## src/rtl/lane_pwr_seq.sv

```systemverilog
module lane_pwr_seq #(
  parameter int GAP_W    = 4,
  parameter int UNIT_CYC = 4
) (
  input  logic             clk,
  input  logic             rst_n,
  input  logic             trig_i,
  input  logic             pwr_up_i,
  input  logic             dir_down_i,
  input  logic [GAP_W-1:0] gap_i,
  input  logic [2:0]       lane_cnt_i,
  output logic [3:0]       lane_pd_o,
  output logic             busy_o,
  output logic             done_o
);
  localparam int LANES    = 4;
  localparam int MAX_WAIT = (2**GAP_W - 1) * UNIT_CYC;
  localparam int WAIT_W   = $clog2(MAX_WAIT + 1);

  logic [LANES-1:0] mask_q, pd_q, new_mask;
  logic             up_q, dir_q, busy_q, done_q;
  logic [GAP_W-1:0] gap_q;
  logic [1:0]       step_q, idx;
  logic [WAIT_W-1:0] wait_q, reload;
  logic             cnt_ok, accept;

  always_comb begin
    cnt_ok   = 1'b1;
    new_mask = '0;
    case (lane_cnt_i)
      3'd1:    new_mask = 4'b0001;
      3'd2:    new_mask = 4'b0011;
      3'd4:    new_mask = 4'b1111;
      default: cnt_ok   = 1'b0;
    endcase
  end

  assign accept = trig_i & ~busy_q & cnt_ok;
  assign idx    = dir_q ? 2'(LANES - 1) - step_q : step_q;
  assign reload = WAIT_W'(int'(gap_q) * UNIT_CYC);

  always_ff @(posedge clk or negedge rst_n) begin
    if (!rst_n) begin
      pd_q   <= '1;
      mask_q <= '1;
      up_q   <= 1'b0;
      dir_q  <= 1'b0;
      gap_q  <= '0;
      step_q <= '0;
      wait_q <= '0;
      busy_q <= 1'b0;
      done_q <= 1'b1;
    end else if (accept) begin
      mask_q <= new_mask;
      up_q   <= pwr_up_i;
      dir_q  <= dir_down_i;
      gap_q  <= gap_i;
      step_q <= '0;
      wait_q <= '0;
      busy_q <= 1'b1;
      done_q <= 1'b0;
      pd_q   <= pd_q | ~new_mask;
    end else if (busy_q) begin
      if (wait_q == '0) begin
        pd_q[idx] <= mask_q[idx] ? ~up_q : 1'b1;
        if (step_q == 2'(LANES - 1)) begin
          busy_q <= 1'b0;
          done_q <= 1'b1;
        end else begin
          step_q <= step_q + 2'd1;
          wait_q <= reload;
        end
      end else begin
        wait_q <= wait_q - 1'b1;
      end
    end
  end

  assign lane_pd_o = pd_q;
  assign busy_o    = busy_q;
  assign done_o    = done_q;
endmodule

```

## config.mk

```make
export PLATFORM = sky130hd
export DESIGN_NAME = lane_pwr_seq
export DESIGN_NICKNAME = d
export VERILOG_FILES = /design/src/rtl/lane_pwr_seq.sv
export SDC_FILE = /design/constraint.sdc
export NUM_CORES = 1
export LEC_CHECK = 0
export BUFFER_PORTS_ARGS = -buffer_cell sky130_fd_sc_hd__buf_4
export CORE_MARGIN = 3
export CORE_UTILIZATION = 59
export DETAILED_ROUTE_END_ITERATION = 16
export HOLD_SLACK_MARGIN = 0.06
export PLACE_DENSITY = 0.81
export SYNTH_ARGS = -nofsm -noshare
export SYNTH_HDL_FRONTEND = slang
export SYNTH_SLANG_ARGS = --single-unit
export TNS_END_PERCENT = 30
```

## constraint.sdc

```tcl
create_clock -name clk -period 4.23 [get_ports clk]
set_input_delay 1.269 -clock clk [delete_from_list [all_inputs] [get_ports clk]]
set_output_delay 1.269 -clock clk [all_outputs]
set_load 0.1 [all_outputs]
```

**Word-level counts from Yosys, hierarchy flattened**

Cells that the tools add are included.

- Order comparisons: 2
- $mul: 0
- Bitwise gates (word level): 6
- Divide/modulo/power cells: 0
- Shift-type cells: 0
- Multiplexer cells: 28
- Reductions and logical operators: 10
- Equal/unequal tests: 6
- Add/subtract/negate cells: 3

Operators with widths:

| operator | number |
|---|---|
| two-way mux 6 bit | 4 |
| two-way mux 1 bit | 12 |
| two-way mux 4 bit | 3 |
| one-hot mux 4 bit (3 select lines) | 1 |
| two-way mux 2 bit | 5 |
| logical NOT 6 bit | 1 |
| AND reduction 3 bit | 2 |
| nonzero test 2 bit | 3 |
| subtractor 6 x 1 -> 6 bit, second input constant | 1 |
| bitwise mux 4 bit | 1 |
| NOT 4 bit | 1 |
| bitwise OR 4 bit | 1 |
| AND reduction 2 bit | 2 |
| equality test 3 x 1 -> 1 bit, second input constant | 1 |
| equality test 3 x 2 -> 1 bit, second input constant | 1 |
| equality test 3 bit, second input constant | 1 |
| < comparator 2 x 3 -> 1 bit, second input constant | 1 |
| inequality test 3 bit, second input constant | 1 |
| OR reduction 3 bit | 1 |
| adder 2 x 1 -> 2 bit, second input constant | 1 |
| bitwise AND 1 bit | 2 |
| binary-select mux 1 bit (select 2 bit) | 1 |
| demux 1 bit (select 2 bit) | 1 |
| equality test 2 bit, second input constant | 1 |
| 5 further kinds | 6 |

- RAM bits: 0
- Bits in read-only memories: 0
- Memories kept: 0
- Word-level logic and storage cells: 64
- Latch bits: 0
- Output and inout port bits: 6
- Register bits: 24

**Longest topological paths before layout**

- Depth in word-level cells: 10
- Depth in mapped cells: 6

**Worst setup path before layout**

No wires, ideal clock.

- Kind: input-to-reg
- From: in lane_cnt_i[1]
- To: reg wait_q[2]
- Buffers on the path: 2
- Data required time: 4.165 ns
- Setup time: 0.065 ns
- Stages on the path: 5
- Slack: 1.873 ns
- Arrival: 2.292 ns
- Path through: clkbuf_1 > o21ai_0 > o211ai_1 > buf_2 > o221a_2

- Cells in the longest elaborated chain, start to end: 6
- Elaborated cells on any way between the ends: 10
- Those cells by class: 4 x eq/ne; 2 x mux; 1 x bitwise; 3 x reduce/logical

RTL lines:

| element | RTL line | RTL |
|---|---|---|
| start: declaration | 11 | `input logic [2:0] lane_cnt_i,` |
| equality test 3 bit (tied with other cells) | 30 | `case (lane_cnt_i)` |
| OR reduction 3 bit (no source line) (*) | - |  |
| two-way mux 1 bit (*) | 30 |  |
| bitwise AND 1 bit (*) | 38 | `assign accept = trig_i & ~busy_q & cnt_ok;` |
| inequality test 3 bit (no source line) or nonzero test 2 bit (tied branches) | - |  |
| AND reduction 2 bit (no source line) | - |  |
| end signal: assignment | 71 | `wait_q <= reload;` |
| end signal: assignment | 74 | `wait_q <= wait_q - 1'b1;` |
| end: declaration | 24 | `logic [WAIT_W-1:0] wait_q, reload;` |

Mark *: on every way between the ends. The rest lies on a longest branch, timed or not.
A chain may end at the register's enable or synchronous reset.

**Final worst setup path**

- From: reg busy_q (netlist: busy_o)
- To: out busy_o

RTL lines:

| element | RTL line | RTL |
|---|---|---|
| start: declaration | 21 | `logic up_q, dir_q, busy_q, done_q;` |
| start signal: assignment | 51 | `busy_q <= 1'b0;` |
| start signal: assignment | 60 | `busy_q <= 1'b1;` |
| start signal: assignment | 67 | `busy_q <= 1'b0;` |
| end: declaration | 13 | `output logic busy_o,` |

No word-level cell between the ends.

==> impl_metrics.toml <==
[die]
floorplan.core_area_mm2 = 0.00206
die_y_um = 54.1
die_width_um = 54.1
num_io_pins = 18
initial_utilization = 0.661
fp-row-count = 16
die_area_mm2 = 0.00292

[global_route]
overflow = 0
grt_pass1_wl_um = 4800
first_global_vias = 1073
grt_antenna_before_repair = 0
grt_util_all_layers = 0.224
grt_max_degree = 24

[clock_network]
cts-resized-gates = 0
worst_skew_pair.late_latency_ns = 0.31
number_of_clock_buffers_inserted_by_tritoncts = 3
post_cts_buffers = 0
clock_tree_root_buffer_cell = "sky130_fd_sc_hd__clkbuf_4"
cts_max_path_bufs = 2
cts_htree_levels = 1
tritoncts = "done"
clk_pin_slew_ns = 0.12
clkSinkCount = 23
cts_hold_buf = 0

[timing]
fin_crit_ns = 2.54
worst_pin_slew_ns = 0.531
final.setup.tns_ns = 0
period_utilization_post_route = 0.602
final-hold-violation-count = 0
slew_headroom = 0.641
max_slew_violations = 0
clock_skew_ns = 0.00384
grt_setup_unrepaired = "false"
max_freq_mhz = 393
final-setup-viol-count = 0

[yosys]
synth.cell_area_mm2 = 0.00136
netlist.top_cell.by_area = "sky130_fd_sc_hd__dfrtp_1"
synth.lib_cells_used.distinct = 42
synth-seq-cells = 23
cell_types_with_the_largest_area_share_after_synthesis = "sky130_fd_sc_hd__dfrtp_1 (28%), sky130_fd_sc_hd__dfstp_2 (15%), sky130_fd_sc_hd__nand2_1 (8.0%)"
synth_ff_type = "sky130_fd_sc_hd__dfrtp_1"
synthDominantCellAreaShare = 0.275
synth.net_count = 162
synth-edff-count = 0
post_synthesis_cells = 147
synth.yosys.seq_area_share = 0.430
synth_async_sr_flop_share = 1.00
synthMostInstantiatedCell = "sky130_fd_sc_hd__nand2_1"
netlist_top_cells_count = "sky130_fd_sc_hd__nand2_1 (29), sky130_fd_sc_hd__dfrtp_1 (15), sky130_fd_sc_hd__a21oi_1 (8), sky130_fd_sc_hd__dfstp_2 (8), sky130_fd_sc_hd__o21ai_0 (8)"
avgSynthCellArea_um2 = 9.27
yosysWarningCount = 0

[setup_path]
crit_path_end_kind = "primary output"
critical_path.max_stage_delay_ns = 0.60
worstPathArrival_ns = 1.28
worst_setup_path_class = "flip-flop to primary output"
timing.critical_path.from_type = "flip-flop"
crit_family = "flip-flops"
timing.critical_path.required_ns = 2.96
crit_fanout = 12
critical_path.n_buffers_inverters = 1
cell_type_of_the_slowest_stage_on_the_worst_timing_path = "sky130_fd_sc_hd__dfrtp_1"
crit_path_cell_trace = "buf_4"

[drt]
drt_first_iter_violations = 37
num_vias = 1172
drt_pass1_iterations = 4
routed_wirelength_um = 2710
vias_per_cell = 6.20
post_drt_wl_per_cell_um = 14.4
drc = 0
drtAntennaViolNets = 0

[layout]
num-nets-final = 178
num_antenna_cells = 0
drive_gt1_frac = 0.210
flow.area_growth_from_synthesis_pct = 12.3
finish.cell_count_without_fillers = 189
finalCoreUtilization = 0.742
n_fill_cell = 153

[job]
drv_cap = 0

[power]
design_power_total_w = 0.00124
power_frac_clock = 0.080
power_leakage_nw = 0.651
vdd.ir_drop.worst_mv = 0.553
power.share.switching = 0.499
seq_power_share = 0.395
cell_internal_pwr_w = 0.000623
combinationalPowerShare = 0.525
power_per_cell_area_mw_per_mm2 = 812
switching_power_w = 0.000620

[run_status]
status = "completed"

[placement]
gp_routability_congestion = 0.878
dpl.hpwl_um = 1980
io_buffer_count = 17
post-place-cells = 185

[hold_path]
holdCritPathClass = "flip-flop to flip-flop"
-- state kept, by name, indices dropped and copies added (netlist names) --
| signal | count |
|---|---|
| wait_q | 6 |
| gap_q | 4 |
| lane_pd_o | 4 |
| mask_q | 3 |
| step_q | 2 |
| busy_o | 1 |
| dir_q | 1 |
| done_o | 1 |
| up_q | 1 |
-- stage by stage --
stage | worst slack [ns] | area [um^2] | hold WS (ns)
after detailed placement | 1.88 | 1500 | 0.465
final | 1.69 | 1530 | 0.495
after global placement | 1.92 | 1500 | 0.460
after global routing | 1.61 | 1530 | 0.529
after CTS | 1.68 | 1530 | 0.497
after floorplan | 1.87 | 1360 | 0.446
-- logic make-up after synthesis --
family	share of synthesized area
compound gates	0.219
xor+xnor	0.0193
fa+ha+maj	0.0276
buf+inv	0.0285
flops	0.430
mux	0.00735
simple gates	0.269
-- worst register-to-register path, stage by stage (launching register included) --
cell                       delay [ns]
sky130_fd_sc_hd__dfrtp_1         0.43
sky130_fd_sc_hd__inv_1           0.11
sky130_fd_sc_hd__ha_1            0.27
sky130_fd_sc_hd__nand2b_1        0.21
sky130_fd_sc_hd__o31ai_4         0.11
sky130_fd_sc_hd__or4b_1          0.52
sky130_fd_sc_hd__a32o_1          0.26
-- placed cells by master, fill, tap and decap left out, types with 4 or more instances in the layout --
cell type and n:
sky130_fd_sc_hd__a21oi_1 8, sky130_fd_sc_hd__and3b_1 5, sky130_fd_sc_hd__buf_4 18, sky130_fd_sc_hd__dfrtp_1 15
sky130_fd_sc_hd__dfstp_2 8, sky130_fd_sc_hd__nand2_1 29, sky130_fd_sc_hd__nand3_1 4, sky130_fd_sc_hd__nor3_1 5
sky130_fd_sc_hd__nor3b_1 4, sky130_fd_sc_hd__o211ai_1 4, sky130_fd_sc_hd__o21ai_0 8
-- power by group through the flow --
stage | combinational (W) | sequential, W | clock (W)
6_report | 0.000652 | 0.000490 | 0.0000998
2_1_floorplan | 0.000386 | 0.000619 | 0
4_1_cts | 0.000654 | 0.000487 | 0.000105
3_3_place_gp | 0.000634 | 0.000483 | 0
3_5_place_dp | 0.000651 | 0.000491 | 0
5_1_grt | 0.000717 | 0.000514 | 0.000112
-- layer usage --
layer | vias up | GRT usage | part of all wire | routed length (um)
met5 | - | 0 | 0 | 0
met2 | 33 | 0.355 | 0.46 | 1260
li1 | 570 | - | - | -
met3 | 4 | 0.0332 | 0.055 | 149
met1 | 565 | 0.312 | 0.47 | 1270
met4 | 0 | 0.0747 | 0.011 | 29
-- final cells by class --
type | count | area (um^2) | share of cell area
Clock buffer | 4 | 26.3 | 0.0172
Inverter | 3 | 11.3 | 0.00736
Multi-Input combinational cell | 114 | 738 | 0.482
Sequential cell | 23 | 586 | 0.383
Tap cell | 27 | 33.8 | 0.0221
Timing Repair Buffer | 18 | 135 | 0.0883
-- final timing paths --
check	start	endpoint	slack (ns)	cells after the start
min in group asynchronous	rst_n	wait_q[0]	0.83	1
min reg2reg	gap_q[1]	gap_q[1]	0.50	2
min	gap_q[1]	gap_q[1]	0.50	2
max reg2reg	wait_q[0]	wait_q[4]	2.21	6
max	busy_o	busy_o	1.69	1
max in group asynchronous	rst_n	lane_pd_o[0]	3.12	1
No activity file was read; power rests on OpenSTA's default activity.
